### src/rtl/ckoe_pkg.sv
package ckoe_pkg;

  localparam int ADDR_W = 7;
  localparam logic [ADDR_W-1:0] ADDR_BASE = 7'b1101011;

  typedef enum logic [1:0] {
    STRAP_LOW  = 2'b00,
    STRAP_MID  = 2'b01,
    STRAP_HIGH = 2'b10,
    STRAP_RSVD = 2'b11
  } strap_lvl_e;

  function automatic logic [ADDR_W-1:0] strap_to_addr(input logic [1:0] lvl);
    logic [ADDR_W-1:0] a;
    case (strap_lvl_e'(lvl))
      STRAP_LOW: a = ADDR_BASE;
      STRAP_MID: a = ADDR_BASE + 7'd1;
      default:   a = ADDR_BASE + 7'd2;
    endcase
    return a;
  endfunction

endpackage

### src/rtl/ckoe_sync.sv
module ckoe_sync #(
  parameter int             W       = 1,
  parameter logic [W-1:0]   RST_VAL = '0
) (
  input  logic         clk,
  input  logic         rst_n,
  input  logic [W-1:0] d,
  output logic [W-1:0] q
);
  logic [W-1:0] meta;

  always_ff @(posedge clk or negedge rst_n) begin
    if (!rst_n) begin
      meta <= RST_VAL;
      q    <= RST_VAL;
    end else begin
      meta <= d;
      q    <= meta;
    end
  end
endmodule

### src/rtl/ckoe_addr_latch.sv
module ckoe_addr_latch
  import ckoe_pkg::*;
(
  input  logic              clk,
  input  logic              rst_n,
  input  logic              pg_s,
  input  logic [1:0]        strap,
  output logic              addr_valid,
  output logic [ADDR_W-1:0] slave_addr
);
  always_ff @(posedge clk or negedge rst_n) begin
    if (!rst_n) begin
      addr_valid <= 1'b0;
      slave_addr <= '0;
    end else if (!addr_valid && pg_s) begin
      addr_valid <= 1'b1;
      slave_addr <= strap_to_addr(strap);
    end
  end


  addr_hold_chk: assert property (@(posedge clk) disable iff (!rst_n)
    addr_valid |=> (addr_valid && $stable(slave_addr)));


  first_pg_chk: assert property (@(posedge clk) disable iff (!rst_n)
    $rose(addr_valid) |-> $past(pg_s));
endmodule

### src/rtl/ckoe_cfg_reg.sv
module ckoe_cfg_reg #(
  parameter int N = 5
) (
  input  logic         clk,
  input  logic         rst_n,
  input  logic         we,
  input  logic [N-1:0] wdata,
  output logic [N-1:0] cfg
);
  always_ff @(posedge clk or negedge rst_n) begin
    if (!rst_n)  cfg <= '1;
    else if (we) cfg <= wdata;
  end


  cfg_load_chk: assert property (@(posedge clk) disable iff (!rst_n)
    we |=> (cfg == $past(wdata)));


  cfg_keep_chk: assert property (@(posedge clk) disable iff (!rst_n)
    !we |=> $stable(cfg));
endmodule

### src/rtl/ckoe_out_gate.sv
module ckoe_out_gate #(
  parameter int N = 5
) (
  input  logic         clk,
  input  logic         rst_n,
  input  logic         pg_s,
  input  logic [N-1:0] pin_s,
  input  logic [N-1:0] cfg,
  output logic [N-1:0] out_p,
  output logic [N-1:0] out_n
);
  logic [N-1:0] gate_p;  // changes only while clk is low
  logic [N-1:0] gate_n;  // changes only while clk is high

  for (genvar i = 0; i < N; i++) begin : g_lane
    logic want;
    assign want = pg_s & cfg[i] & ~pin_s[i];

    always_ff @(negedge clk or negedge rst_n) begin
      if (!rst_n) gate_p[i] <= 1'b0;
      else        gate_p[i] <= want;
    end

    always_ff @(posedge clk or negedge rst_n) begin
      if (!rst_n) gate_n[i] <= 1'b0;
      else        gate_n[i] <= gate_p[i];
    end

    assign out_p[i] = clk  & gate_p[i];
    assign out_n[i] = ~clk & gate_n[i];


    pin_blocks_chk: assert property (@(negedge clk) disable iff (!rst_n)
      pin_s[i] |=> !gate_p[i]);


    cfg_blocks_chk: assert property (@(negedge clk) disable iff (!rst_n)
      !cfg[i] |=> !gate_p[i]);


    lane_runs_chk: assert property (@(negedge clk) disable iff (!rst_n)
      (pg_s && cfg[i] && !pin_s[i]) |=> gate_p[i]);
  end


  pd_forces_off_chk: assert property (@(negedge clk) disable iff (!rst_n)
    !pg_s |=> (gate_p == '0));


  comp_follows_chk: assert property (@(posedge clk) disable iff (!rst_n)
    1'b1 |=> (gate_n == $past(gate_p)));
endmodule

### src/rtl/ckoe_ctrl.sv
module ckoe_ctrl
  import ckoe_pkg::*;
#(
  parameter int N_OUT = 5
) (
  input  logic              clk_ref,
  input  logic              rst_n,
  input  logic              pwr_good,
  input  logic [N_OUT-1:0]  oe_pin_n,
  input  logic [1:0]        strap_lvl,
  input  logic              cfg_we,
  input  logic [N_OUT-1:0]  cfg_wdata,
  output logic [N_OUT-1:0]  clk_out_p,
  output logic [N_OUT-1:0]  clk_out_n,
  output logic              addr_valid,
  output logic [ADDR_W-1:0] slave_addr
);
  localparam logic [N_OUT-1:0] PIN_IDLE = '1;

  logic              pg_s;
  logic [N_OUT-1:0]  pin_s;
  logic [N_OUT-1:0]  cfg;

  ckoe_sync #(.W(1), .RST_VAL(1'b0)) u_pg_sync (
    .clk(clk_ref), .rst_n(rst_n), .d(pwr_good), .q(pg_s)
  );

  ckoe_sync #(.W(N_OUT), .RST_VAL(PIN_IDLE)) u_pin_sync (
    .clk(clk_ref), .rst_n(rst_n), .d(oe_pin_n), .q(pin_s)
  );

  ckoe_addr_latch u_addr (
    .clk(clk_ref), .rst_n(rst_n), .pg_s(pg_s), .strap(strap_lvl),
    .addr_valid(addr_valid), .slave_addr(slave_addr)
  );

  ckoe_cfg_reg #(.N(N_OUT)) u_cfg (
    .clk(clk_ref), .rst_n(rst_n), .we(cfg_we), .wdata(cfg_wdata), .cfg(cfg)
  );

  ckoe_out_gate #(.N(N_OUT)) u_gate (
    .clk(clk_ref), .rst_n(rst_n), .pg_s(pg_s), .pin_s(pin_s), .cfg(cfg),
    .out_p(clk_out_p), .out_n(clk_out_n)
  );
endmodule

### config.mk
export PLATFORM = sky130hd
export DESIGN_NAME = ckoe_ctrl
export DESIGN_NICKNAME = d
export VERILOG_FILES = /design/src/rtl/ckoe_pkg.sv /design/src/rtl/ckoe_sync.sv /design/src/rtl/ckoe_addr_latch.sv /design/src/rtl/ckoe_cfg_reg.sv /design/src/rtl/ckoe_out_gate.sv /design/src/rtl/ckoe_ctrl.sv
export SDC_FILE = /design/constraint.sdc
export NUM_CORES = 1
export LEC_CHECK = 0
export BUFFER_PORTS_ARGS = -buffer_cell sky130_fd_sc_hd__clkbuf_2
export CAP_MARGIN = 20
export CORE_AREA = 8 8 74 76
export CTS_CLUSTER_DIAMETER = 60
export DETAILED_ROUTE_END_ITERATION = 7
export DIE_AREA = 0 0 82 84
export PLACE_DENSITY = 0.52
export REMOVE_ABC_BUFFERS = 1
export SETUP_SLACK_MARGIN = 0.05
export SLEW_MARGIN = 30
export SYNTH_ARGS = -nofsm -noshare
export SYNTH_HDL_FRONTEND = slang
export SYNTH_SLANG_ARGS = --single-unit
### constraint.sdc
create_clock -name clk_ref -period 2.3 [get_ports clk_ref]
set_clock_uncertainty 0.2 [all_clocks]
set_input_delay 0.23 -clock clk_ref [delete_from_list [all_inputs] [get_ports clk_ref]]
set_output_delay 0.23 -clock clk_ref [all_outputs]
set_load 0.05 [all_outputs]
==> run_results.csv, run 1 <==
group,metric,value,unit
outcome,run_status,"finished with violations",
outcome,failed_checks,"negative setup slack",
worst_setup_path,end_kind,"primary output",
power,power.switching,451.8,uW
global_routing,grt_pass1_wl,3.691,mm
worst_setup_path,startpoint_type,"flop",
layout,finished_core_util,0.3941,
layout,multiInputGateArea,236.5,um2
route,drt_iter0_markers,22,
synth,post_synthesis_area_per_instance,15.25,um2
synth,postSynthRegisterBits,31,
route,post_drt_wl_per_cell,11.63,um
synth,synth_cell_types,18,
power,standby_leakage_power,0.7969,nW
power,power.sequential.fraction,0.379,
worst_setup_path,critical_path_class,"reg -> out",
worst_setup_path,path_cells,"and2_4 -> clkbuf_16",
route,viasPerCell,3.850,
floorplan,floorplan.rows,24,
synth,synth_largest_area_cell,"sky130_fd_sc_hd__dfstp_2",
flow_run,maxCapViolCount,0,
layout,fill_cells,426,
route,antenna_left,0,
sta,final_max_slew_viol_count,0,
placed_design,portBuffers,32,
synth,post_synth_inst_count,69,
layout,seq_area,794.5,um2
global_routing,grt_start_max_net_pins,20,
floorplan,core_region_area,4264,um2
layout,syn2layout_area_growth,59.69,%
synth,synth_largest_type_area_fraction,0.3746,
worst_setup_path,reg2reg_depth,2,
worst_setup_path,worst_path_dominant_cell_family,"flip-flops",
sta,setup_viol,10,
power,total_power,1.602,mW
cts,clkSlewWorstSetupHoldPaths,0.06,ns
placed_design,detailedPlace.worstSlack,-0.05076,ns
sta,rsz0062_at_grt,"yes",
floorplan,die_area,6888,um2
sta,setup_slack,-0.3957,ns
global_routing,first_global_vias,941,
route,vias,693,
floorplan,boundaryPins,34,
sta,whs,0.006635,ns
power,clockPowerShare,0.562,
route,remaining_drc_errors,0,
worst_setup_path,critical_path_depth,2,
layout,final_layout_size_suffix_gt1_frac,0.5859,
worst_setup_path,timing.critical_path.required,1.87,ns
layout,final_cell_mix,"sky130_fd_sc_hd__clkbuf_2 (22), sky130_fd_sc_hd__dlygate4sd3_1 (15), sky130_fd_sc_hd__dfstp_2 (15)",
power,total_power_per_unit_cell_area,953.2,nW/um2
worst_setup_path,critical_path.n_buffers_inverters,1,
floorplan,start_util,0.2468,
placed_design,gpl.final_weighted_congestion,0.6146,
floorplan,dieWidth,82,um
global_routing,globalRouteOverflowTotal,0,
layout,final_common_cell,"sky130_fd_sc_hd__clkbuf_2",
power,vdd_ir_drop_max,0.4133,mV
min_path,worstHoldPathCells,2,
power,cellInternalPower,1.150,mW
synth,seq_area_frac_synth,0.7551,
placed_design,detailed_place_hpwl,1.438,mm
global_routing,grt_antenna_before_repair,0,
power,relative_contribution_of_combinational_cells_to_total_power,0.059,
synth,ys.warnings.count,0,
cts,insertion_delay,0.40,ns
floorplan,chipHeight,84,um
route,first_pass_iteration_count_of_the_detailed_router,2,
layout,final_net_count,142,
worst_setup_path,critical_path_arrival,2.27,ns
sta,final-hold-violation-count,0,
layout,num_antenna_cells,0,
route,wl,2.093,mm
global_routing,grt.total_usage,0.07272,
synth,synth.area.top_cells,"sky130_fd_sc_hd__dfstp_2 (37%), sky130_fd_sc_hd__dfrtp_1 (26%), sky130_fd_sc_hd__dfrtn_1 (12%)",
worst_setup_path,worst_path_largest_cell_delay,0.40,ns
min_path,timing.hold.worst.class,"in -> reg",
worst_setup_path,timing.critical_path.slowest_stage_cell,"sky130_fd_sc_hd__dfrtn_1",
power,netSwitchingFraction,0.2821,
worst_setup_path,critical_path_peak_fanout,2,
cts,cts_tree,"yes",
synth,netlist_area_pre_place,1052,um2
sequential cells by signal (all words and copies together) (netlist names):
register,flops
u_cfg.cfg,5
u_gate.gate_n,5
u_gate.gate_p,5
u_pin_sync.meta,5
u_pin_sync.q,5
u_addr.slave_addr,4
u_pg_sync.meta,1
u_pg_sync.q,1
through the flow:
| step | cells | instance area (um2) | setup TNS [ns] |
|---|---|---|---|
| after CTS | 179 | 1665 | -2.011 |
| after global routing | 180 | 1680 | -2.131 |
| after floorplan | 65 | 1022 | -0.5956 |
| after detailed placement | 150 | 1255 | -0.2034 |
| after global placement | 150 | 1255 | -0.1311 |
| final | 180 | 1680 | -1.885 |
cell usage after synthesis:
library cell and n:
sky130_fd_sc_hd__and2_1 5, sky130_fd_sc_hd__nand2b_2 1, sky130_fd_sc_hd__a21oi_1 1, sky130_fd_sc_hd__buf_4 4, sky130_fd_sc_hd__mux2_2 5, sky130_fd_sc_hd__nand2b_1 1
sky130_fd_sc_hd__nor4b_2 1, sky130_fd_sc_hd__nor2_1 5, sky130_fd_sc_hd__a21o_1 1, sky130_fd_sc_hd__mux2_4 1, sky130_fd_sc_hd__dfrtp_1 11, sky130_fd_sc_hd__dfstp_2 15
sky130_fd_sc_hd__nand2_1 5, sky130_fd_sc_hd__nor2b_1 5, sky130_fd_sc_hd__dfrtn_1 5, sky130_fd_sc_hd__or2_1 1, sky130_fd_sc_hd__inv_1 1, sky130_fd_sc_hd__conb_1 1
cells by family after synthesis:
kind of cell | Yosys count | synth area share
mux | 6 | 0.06777
buf+inv | 5 | 0.03210
compound gates | 2 | 0.01189
other cells | 1 | 0.003564
simple gates | 24 | 0.1296
flops | 31 | 0.7551
layout make-up:
| cell class | count | area share |
|---|---|---|
| multi-input cells | 33 | 0.1407 |
| flip-flops and latches | 31 | 0.4728 |
| clock buffers | 22 | 0.1742 |
| well taps | 52 | 0.03872 |
| repair buffers | 40 | 0.1683 |
| inverters | 1 | 0.002234 |
| clock inverters | 1 | 0.002978 |
metal layers:
layer | global-route usage | vias up | wire length [um]
met5 | 0.03333 | - | 0
met4 | 0.09265 | 0 | 48
met3 | 0.06897 | 10 | 250
met2 | 0.07974 | 33 | 966
met1 | 0.06378 | 323 | 827
li1 | - | 327 | -
what timing repair did:
action | CTS | global route
pin swaps | 4 | 0
cloned | 0 | 0
hold endpoints to repair | 27 | 0
hold buffers | 15 | 0
endpoints found under the setup margin | 13 | 11
setup buffers | 1 | 1
gates resized for setup | 19 | 6
worst register-to-register path: cells and delay by family (launching register included):
| family | cells | cell delay, ns |
|---|---|---|
| flip-flops | 1 | 0.48 |
| AND/OR/NAND/NOR | 2 | 0.15 |
power by group through the flow:
stage / Sequential [mW] / Combinational [mW] / Clock [mW]
2_1_floorplan: 0.630 / 0.0234 / 0.117
3_3_place_gp: 0.615 / 0.0735 / 0.139
3_5_place_dp: 0.617 / 0.0754 / 0.139
4_1_cts: 0.608 / 0.0951 / 0.932
5_1_grt: 0.612 / 0.104 / 0.987
6_report: 0.608 / 0.0942 / 0.900
final timing paths:
check	start	end	slack (ns)
min in group asynchronous	rst_n	u_gate.gate_n[1]	0.14
min reg2reg	u_pin_sync.meta[1]	u_pin_sync.q[1]	0.15
min	cfg_we	u_cfg.cfg[2]	0.007
max in group asynchronous	rst_n	u_gate.gate_p[3]	0.40
max reg2reg	u_pg_sync.q	u_gate.gate_p[0]	0.20
max	u_gate.gate_p[4]	clk_out_p[4]	-0.40
No activity file was read; power rests on OpenSTA's default activity.
==> inputs of run 2 (changes only) <==
Settings changed: CORE_AREA 8 8 74 76 to 8 8 61 63, DIE_AREA 0 0 82 84 to 0 0 69 71, PLACE_DENSITY 0.52 to 0.7.
==> run 2 against run 1 <==
Compared with the run above: the run still ends with negative setup slack left; register-to-register slack is essentially flat; via count grew 3.6%; global-route usage up 2.6 points; die area is 29% lower; combinational power up 15%; first-iteration DRC count down 64%; core utilization rose by 18 points; clock power is 25% lower; final area is 2.8% lower; wire length shrank 0.57%; largest power group unchanged.
==> run_results.csv, run 2 (same netlist as run 1, synthesis figures left out) <==
group,metric,value,unit
global_routing,first_global_vias,935,
layout,fill_cells,245,
outcome,run_status,"finished with violations",
route,viasPerCell,4.325,
floorplan,floorplan.rows,20,
worst_setup_path,critical_path_arrival,2.29,ns
floorplan,dieWidth,69,um
route,wl,2.081,mm
layout,num_antenna_cells,0,
global_routing,grt.total_usage,0.09848,
floorplan,start_util,0.3689,
worst_setup_path,worstSetupEndpoint,"clk_out_p[1]",
route,post_drt_wl_per_cell,12.54,um
placed_design,detailed_place_hpwl,1.302,mm
route,antenna_left,0,
sta,setup_viol,10,
cts,clkSlewWorstSetupHoldPaths,0.09,ns
worst_setup_path,setup.reg_to_reg.worst_slack,0.19,ns
worst_setup_path,crit-reg2reg-launch,"u_pg_sync.q",
sta,totalNegativeSetupSlack,-2.031,ns
worst_setup_path,worst_path_largest_cell_delay,0.41,ns
route,vias,718,
flow_run,maxCapViolCount,0,
floorplan,chipHeight,71,um
power,vdd_ir_drop_max,0.4525,mV
sta,whs,0.09581,ns
layout,syn2layout_area_growth,55.29,%
route,remaining_drc_errors,0,
power,total_power_per_unit_cell_area,851.0,nW/um2
cts,cts_tree,"yes",
worst_setup_path,path_cells,"and2_4 -> clkbuf_16",
global_routing,globalRouteOverflowTotal,0,
placed_design,portBuffers,32,
worst_setup_path,critical_path_peak_fanout,2,
cts,insertion_delay,0.43,ns
sta,rsz0062_at_grt,"yes",
layout,final_cell_mix,"sky130_fd_sc_hd__clkbuf_2 (22), sky130_fd_sc_hd__dlygate4sd3_1 (20), sky130_fd_sc_hd__dfstp_2 (15)",
layout,final_layout_size_suffix_gt1_frac,0.5489,
worst_setup_path,timing.critical_path.slowest_stage_cell,"sky130_fd_sc_hd__dfrtn_1",
min_path,timing.hold.worst.class,"in -> async",
outcome,failed_checks,"negative setup slack",
floorplan,core_region_area,2853,um2
worst_setup_path,critical_path_class,"reg -> out",
layout,final_net_count,147,
worst_setup_path,critical_path.startpoint,"u_gate.gate_p[1]",
worst_setup_path,end_kind,"primary output",
floorplan,die_area,4899,um2
worst_setup_path,rr_endpoint,"u_gate.gate_p[0]",
sta,final_max_slew_viol_count,0,
worst_setup_path,timing.critical_path.required,1.87,ns
sta,setup_slack,-0.4202,ns
global_routing,grt_start_max_net_pins,20,
global_routing,grt_pass1_wl,3.657,mm
worst_setup_path,reg2reg_depth,2,
worst_setup_path,startpoint_type,"flop",
route,drt_iter0_markers,8,
global_routing,grt_antenna_before_repair,0,
cts,postCtsSetupBuffers,0,
placed_design,gpl.final_weighted_congestion,0.6505,
placed_design,detailedPlace.worstSlack,-0.04356,ns
route,first_pass_iteration_count_of_the_detailed_router,2,
power,standby_leakage_power,0.7814,nW
sta,final-hold-violation-count,0,
layout,final_common_cell,"sky130_fd_sc_hd__clkbuf_2",
layout,stdcell_area,1634,um2
floorplan,boundaryPins,34,
layout,finished_core_util,0.5728,
placed_design,dpl_cell_area,1246,um2
[run 2: cell types whose count changed in the layout (fill, tap and decap cells not counted), sizes merged]
| cell | change |
|---|---|
| dlygate4sd3 | +5 |
| buf | +1 |
| clkinv | -1 |
[run 2: through the flow]
step	std cells	total power [mW]
detailed placement	133	0.8328
global placement	133	0.8283
floorplan	65	0.7695
CTS	166	1.400
global route	166	1.470
finish	166	1.391
[run 2: how the worst min path moves through the flow]
stage,from,end,slack [ns],cells after the start
finish,rst_n,u_gate.gate_n[2],0.1,2
global route,rst_n,u_addr.slave_addr[5],0.11,2
CTS,rst_n,u_gate.gate_n[2],0.07,2
detailed placement,rst_n,u_gate.gate_n[3],-0.004,1
global placement,rst_n,u_gate.gate_n[3],-0.008,1
floorplan,rst_n,u_addr.slave_addr[0],-0.27,0
[run 2: per-layer routing]
layer | up-vias | GRT usage | share of wire
met5 | - | 0 | 0
met4 | 0 | 0.1207 | 0.028
met3 | 8 | 0.1007 | 0.11
met2 | 30 | 0.1230 | 0.49
met1 | 341 | 0.07667 | 0.37
li1 | 339 | - | -
[run 2: what timing repair did]
item / in CTS / in global routing
endpoints found under the setup margin: 15 / 11
resized for setup: 19 / 8
endpoints found under the hold margin: 28 / 0
gates cloned: 0 / 0
pin swaps: 4 / 0
hold buffers: 20 / 0
[run 2: worst max-delay path: cells and delay by family, from the launching register on]
kind | cells | cell delay [ns]
DFF | 1 | 0.41
and+or+nand+nor | 1 | 0.15
buffers and inverters | 1 | 0.15
[run 2: area by class of cell]
class | count | area, um2 | share of cell area
flip-flops and latches | 31 | 794.5 | 0.4862
repair buffers | 45 | 332.8 | 0.2037
multi-input cells | 33 | 236.5 | 0.1447
clock buffers | 23 | 225.2 | 0.1378
well taps | 33 | 41.29 | 0.02527
inverters | 1 | 3.754 | 0.002297
[run 2: report_power, final]
part | total, mW | internal (mW) | switching [mW] | leakage, nW
clock network | 0.675 | 0.319 | 0.357 | 0.154
logic | 0.108 | 0.0563 | 0.0519 | 0.270
registers | 0.607 | 0.592 | 0.0149 | 0.358
